## src/rtl/lane_parity_pkg.sv

```systemverilog
package lane_parity_pkg;
  parameter int unsigned LANE_W = 9;
  parameter int unsigned LANES  = 4;
  parameter int unsigned DATA_W = LANE_W - 1;
  parameter int unsigned WORD_W = LANE_W * LANES;

  typedef enum logic [1:0] {
    BUS_LONG = 2'b00,
    BUS_BYTE = 2'b01,
    BUS_WORD = 2'b10,
    BUS_MBOX = 2'b11
  } bus_size_e;
endpackage

```

## src/rtl/lane_parity_tree.sv

```systemverilog
// One parity tree per lane: yields the parity bit that makes the lane
// satisfy the selected sense (odd when odd_sel is high).
module lane_parity_tree #(
  parameter int unsigned DATA_W = 8,
  parameter int unsigned LANES  = 4
) (
  input  logic [LANES*DATA_W-1:0] data_in,
  input  logic                    odd_sel,
  output logic [LANES-1:0]        par_out
);
  for (genvar l = 0; l < LANES; l++) begin : g_tree
    assign par_out[l] = (^data_in[l*DATA_W +: DATA_W]) ^ odd_sel;
  end
endmodule

```

## src/rtl/lane_mask_dec.sv

```systemverilog
// Bus-size code to the set of lanes that are checked.
module lane_mask_dec
  import lane_parity_pkg::*;
#(
  parameter int unsigned LANES = 4
) (
  input  logic [1:0]       bus_size,
  output logic [LANES-1:0] lane_mask
);
  localparam int unsigned HALF = (LANES >= 2) ? LANES / 2 : 1;

  bus_size_e   size_q;
  int unsigned used;

  assign size_q = bus_size_e'(bus_size);

  always_comb begin
    unique case (size_q)
      BUS_BYTE: used = 1;
      BUS_WORD: used = HALF;
      default:  used = LANES;
    endcase
  end

  for (genvar l = 0; l < LANES; l++) begin : g_mask
    assign lane_mask[l] = (l < used);
  end
endmodule

```

## src/rtl/lane_parity_out.sv

```systemverilog
// Read-path assembly: substitutes parity bits per lane when generating.
module lane_parity_out #(
  parameter int unsigned LANE_W = 9,
  parameter int unsigned LANES  = 4
) (
  input  logic [LANES*LANE_W-1:0] rd_word,
  input  logic [LANES-1:0]        gen_par,
  input  logic                    gen_on,
  output logic [LANES*LANE_W-1:0] tx_word
);
  localparam int unsigned DATA_W = LANE_W - 1;

  for (genvar l = 0; l < LANES; l++) begin : g_lane
    assign tx_word[l*LANE_W +: DATA_W] = rd_word[l*LANE_W +: DATA_W];
    assign tx_word[l*LANE_W + DATA_W]  = gen_on ? gen_par[l]
                                                : rd_word[l*LANE_W + DATA_W];
  end
endmodule

```

## src/rtl/lane_parity_unit.sv

```systemverilog
module lane_parity_unit
  import lane_parity_pkg::*;
(
  input  logic              odd_sel,
  input  logic              gen_en,
  input  logic              is_write,
  input  logic [1:0]        bus_size,
  input  logic [WORD_W-1:0] rx_word,
  input  logic [WORD_W-1:0] rd_word,
  output logic [WORD_W-1:0] tx_word,
  output logic              perr_n
);
  localparam int unsigned PACK_W = LANES * DATA_W;

  logic [PACK_W-1:0] rx_data;
  logic [PACK_W-1:0] rd_data;
  logic [PACK_W-1:0] shared_in;
  logic [LANES-1:0]  rx_par;
  logic [LANES-1:0]  shared_par;
  logic [LANES-1:0]  fifo_par;
  logic [LANES-1:0]  gen_par;
  logic [LANES-1:0]  lane_mask;
  logic [LANES-1:0]  lane_bad;
  logic              gen_on;
  logic              tree_borrowed;

  // Split each lane into its data byte and its parity bit.
  for (genvar l = 0; l < LANES; l++) begin : g_split
    assign rx_data[l*DATA_W +: DATA_W] = rx_word[l*LANE_W +: DATA_W];
    assign rd_data[l*DATA_W +: DATA_W] = rd_word[l*LANE_W +: DATA_W];
    assign rx_par[l]                   = rx_word[l*LANE_W + DATA_W];
  end

  assign gen_on        = !is_write && gen_en;
  assign tree_borrowed = gen_on && (bus_size_e'(bus_size) == BUS_MBOX);

  // The checking trees are taken over for mailbox parity generation.
  assign shared_in = tree_borrowed ? rd_data : rx_data;

  lane_parity_tree #(.DATA_W(DATA_W), .LANES(LANES)) u_shared_tree (
    .data_in (shared_in),
    .odd_sel (odd_sel),
    .par_out (shared_par)
  );

  lane_parity_tree #(.DATA_W(DATA_W), .LANES(LANES)) u_fifo_tree (
    .data_in (rd_data),
    .odd_sel (odd_sel),
    .par_out (fifo_par)
  );

  lane_mask_dec #(.LANES(LANES)) u_mask (
    .bus_size  (bus_size),
    .lane_mask (lane_mask)
  );

  assign gen_par  = tree_borrowed ? shared_par : fifo_par;
  assign lane_bad = (rx_par ^ shared_par) & lane_mask;
  assign perr_n   = tree_borrowed || !(|lane_bad);

  lane_parity_out #(.LANE_W(LANE_W), .LANES(LANES)) u_out (
    .rd_word (rd_word),
    .gen_par (gen_par),
    .gen_on  (gen_on),
    .tx_word (tx_word)
  );
endmodule

```

## config.mk

```make
export PLATFORM = sky130hd
export DESIGN_NAME = lane_parity_unit
export DESIGN_NICKNAME = d
export VERILOG_FILES = /design/src/rtl/lane_parity_pkg.sv /design/src/rtl/lane_parity_tree.sv /design/src/rtl/lane_mask_dec.sv /design/src/rtl/lane_parity_out.sv /design/src/rtl/lane_parity_unit.sv
export SDC_FILE = /design/constraint.sdc
export NUM_CORES = 1
export LEC_CHECK = 0
export CAP_MARGIN = 20
export CORE_UTILIZATION = 27
export DETAILED_ROUTE_END_ITERATION = 8
export GPL_TIMING_DRIVEN = 0
export PLACE_DENSITY = 0.8
export SLEW_MARGIN = 20
export SYNTH_ARGS = -nofsm -noshare
export SYNTH_HDL_FRONTEND = slang
export SYNTH_SLANG_ARGS = --single-unit
```

## constraint.sdc

```tcl
create_clock -name vclk -period 1.82
set_input_delay 0.273 -clock vclk [all_inputs]
set_output_delay 0.273 -clock vclk [all_outputs]
set_load 0.01 [all_outputs]
```

# Word level (Yosys, flattened, before mapping)
# Index checks and enable logic that the tools add are counted.
# word_totals
reg_bits	0
wordCells	38
# op_classes
n_lt_le_gt_ge	4
eq_ne	3
mux	7
bitwise_logic	10
n_reduce_logical	14
# op_table
cell	count
$reduce_xor 8->1	8
$mux 32	1
$xor 1x1->1	8
$lt 1x3->1 const A	2
$lt 2x3->1 const A	2
$pmux 3 s2	1
$and 4x4->4	1
$eq 2x2->1 const B	2
$mux 1	4
$mux 4	1
$reduce_or 4->1	1
$xor 4x4->4	1
$eq 2x1->1 const B	1
$logic_and 1x1->1	2
$logic_not 1->1	2
$logic_or 1x1->1	1

# Logic depth before layout (Yosys ltp)
# logic_depth
ltp_word	11
mapped_depth	7
mapped_depth_nobuf	6

# Hierarchy
# From an unflattened synthesis, not the netlist that was laid out.
# hier_totals
hier_cells	148
area_unflattened_um2	1629.1
# modules_own_cells
module	n_inst	cells_each	area_each_um2
lane_parity_tree	2	29	334.1
lane_parity_unit	1	48	636.9
lane_parity_out	1	36	285.3
lane_mask_dec	1	6	38.8

# Least setup slack after synthesis
# Ideal clock, no wire load.
# synth_timing
kind	input to output
startpoint	in odd_sel
endpoint	out perr_n
arrival_ns	1.657
t_required_ns	1.547
slack_ns	-0.110
cell_stages	7
path_buffers	1
path_cell_list	buf_6 > xnor2_2 > xnor3_1 > xnor2_1 > mux2i_1 > xor2_1 > o31ai_1
# synth_between
elab_chain_cells	6
word_cells_on_any_way	9
# synth_rtl
element	line_no	source
start, declared	lane_parity_unit.sv:4	input logic odd_sel,
$xor 1x1->1	lane_parity_tree.sv:12	assign par_out[l] = (^data_in[l*DATA_W +: DATA_W]) ^ odd_sel;
$xor 4x4->4 (*)	lane_parity_unit.sv:58	assign lane_bad = (rx_par ^ shared_par) & lane_mask;
$and 4x4->4 (*)	lane_parity_unit.sv:58	
$reduce_or 4->1 (*)	lane_parity_unit.sv:59	assign perr_n = tree_borrowed || !(|lane_bad);
$logic_not 1->1 (*)	lane_parity_unit.sv:59	
$logic_or 1x1->1 (*)	lane_parity_unit.sv:59	
end, declared	lane_parity_unit.sv:11	output logic perr_n
# Mark *: on every way between the ends. The rest lies on a longest branch, timed or not.

# Worst setup path after layout
# layout_timing
startpoint	in rd_word[30]
endpoint	out perr_n
# layout_between
elab_chain_cells	8
# layout_rtl
element	line_no	source
start, declared	lane_parity_unit.sv:9	input logic [WORD_W-1:0] rd_word,
$mux 32	lane_parity_unit.sv:38	assign shared_in = tree_borrowed ? rd_data : rx_data;
$reduce_xor 8->1	lane_parity_tree.sv:12	
$xor 1x1->1	lane_parity_tree.sv:12	
$xor 4x4->4	lane_parity_unit.sv:58	
$and 4x4->4	lane_parity_unit.sv:58	
$reduce_or 4->1	lane_parity_unit.sv:59	
$logic_not 1->1	lane_parity_unit.sv:59	
$logic_or 1x1->1	lane_parity_unit.sv:59	
# No other way between the ends.

==> metrics <==
Hold Vio Cnt, Final=0; vias in the first global route=999; Placer Congestion=0.6253; DP Wirelength=2.351 mm; port bufs=113; Max IR drop VDD=0.1797 mV; Initial Util=29.23%; minimum clock period=1.992 ns; DR WL/cell=9.382 um; period utilization=109.4%; Hold/Removal Path Class=in -> out; DR iter-0 viols=4; fraction of layout cells with a size suffix above 1=28.82%; gr usage total=12.03%; CP startpoint kind=input port; Yosys warnings=0; vias per cell=3.920; max frequency=0.5021 GHz; CLK BUF=0; design area=2255 sq um; initial antenna violation count=0; # IOs=114; unrepaired setup endpoints after global routing=yes; Die ar.=3974 sq um; FFs & Latches=0; PnR Total Power=0.7673 mW; post-CTS setup buffers=0; Post-Syn Area=1006 sq um; Final Max Tran Viols=0; Die Ht=63.04 um; register area share after synthesis=0%; worst endpoint required time=1.55 ns; Worst Setup Path Type=in -> out; final setup fails=1; syn_area_per_cell=8.672 sq um; final worst-path setup slack=-0.1716 ns; total number of vias=1078; # rows=21; max-cap check violation count=0; Syn Nets=196; gr ovfl total=0; Reg area=0 sq um; Post-Syn Instances=116; n_diodes=0; Die W=63.04 um; overall routed net length=2.580 mm; drt first pass iters=3; crit end category=output pin; post-synthesis cell type count=15; relative slew slack=79.62%; DRC viols=0; Placeable Area=3442 sq um; CP max FO=2; pwr dens=340.3 nW/um^2; Multi-input gate area=860.8 sq um; Routed Antenna Nets=0; Layout fillers=302; first-pass GRT wire length=4.057 mm; Tightest Pin Transition=0.3057 ns; failing checks=negative setup slack; outcome=complete, but fails checks; Area Overhead vs Synth=124.1%; worst path arrival time=1.72 ns; hold depth=5; largest net degree at the start of global routing=9; Pleak=1.063 nW; DP Area=2200 sq um; Layout Nets=311
[layer usage]
layer	vias up	track usage, %	wire length, um
li1	553	-	-
met1	458	13.71	952
met2	67	23.39	1353
met3	0	2.920	273
met4	0	0	0
met5	-	0	0
[layout by cell type, fill, tap and decap left out]
cell / Yosys / final
xnor3_1: 4 / 4
inv_1: 2 / 2
clkdlybuf4s50_1: 0 / 69
o21a_1: 1 / 1
xnor2_1: 47 / 35
dlymetal6s2s_1: 0 / 6
ha_1: 3 / 3
buf_4: 32 / 32
buf_2: 0 / 7
nand2_1: 4 / 4
dlygate4sd2_1: 0 / 20
xor2_2: 0 / 2
mux2i_1: 1 / 1
clkdlybuf4s15_1: 0 / 3
o21ai_2: 0 / 1
o21ai_1: 0 / 2
o31ai_2: 0 / 1
xor2_1: 11 / 9
o21ai_0: 5 / 2
buf_6: 1 / 6
nand2b_1: 1 / 1
clkbuf_2: 0 / 3
xnor2_2: 2 / 14
nand3b_1: 1 / 1
[timing repair]
item / CTS / global route
gates cloned: 0 / 0
resized for setup: 79 / 32
pin swaps: 41 / 25
hold buffers: 0 / 0
endpoints found under the setup margin: 5 / 4
[final timing paths]
path,start,to,slack (ns)
max,rd_word[30],perr_n,-0.17
min,bus_size[1],perr_n,1.13
[kinds of logic (layout without fill, tap and decap cells)]
kind of cell             count (synthesis)  after routing  synth area share (%)
multiplexers                             1              1                0.9951
AO/OA/AOI/OAI                            7              7                 3.980
adder cells (fa/ha/maj)                  3              3                 3.732
AND/OR/NAND/NOR                          6              6                 2.861
buffers and inverters                   35            148                 25.75
XOR/XNOR                                64             64                 62.69
[cell type report]
cell class,count,share of cell area (%)
multi-input combinational,81,38.18
buffer,33,11.15
timing repair buffer,113,47.78
tap,46,2.553
inverter,2,0.3330
[critical path: stages]
cell and delay (ns):
buf_6 0.10, xor2_2 0.15, xnor3_1 0.44, xnor2_2 0.16, mux2i_1 0.10, xor2_1 0.15
o31ai_2 0.17, buf_2 0.16
[synth_stat cells]
library cell | instances | area share [%]
xnor2_1 | 47 | 41
o21ai_0 | 5 | 2.5
nand2b_1 | 1 | 0.62
nand3b_1 | 1 | 0.75
buf_6 | 1 | 1.1
ha_1 | 3 | 3.7
xnor2_2 | 2 | 3.2
o21a_1 | 1 | 0.75
o31ai_1 | 1 | 0.75
mux2i_1 | 1 | 1.0
buf_4 | 32 | 24
xnor3_1 | 4 | 9.0
inv_1 | 2 | 0.75
nand2_1 | 4 | 1.5
xor2_1 | 11 | 9.6
[per-stage QoR]
| step | instances | setup slack (ns) | utilization [%] | hold WS [ns] | setup TNS, ns |
|---|---|---|---|---|---|
| after floorplan | 116 | 0.01397 | - | 0.6378 | 0 |
| after global placement | 275 | -1.039 | 63.90 | 1.523 | -3.113 |
| after detailed placement | 275 | -1.061 | 63.90 | 1.527 | -3.198 |
| after CTS | 275 | -0.2835 | 62.92 | 1.176 | -0.2835 |
| after global routing | 275 | -0.2701 | 65.50 | 1.181 | -0.2701 |
| final | 275 | -0.1716 | 65.50 | 1.129 | -0.1716 |
[where the power goes]
group / switching [mW] / leakage, nW / internal [mW]
registers: 0 / 0 / 0
clock network: 0 / 0 / 0
logic: 0.273 / 1.06 / 0.494
total: 0.273 / 1.06 / 0.494
No activity file was read; power rests on OpenSTA's default activity.
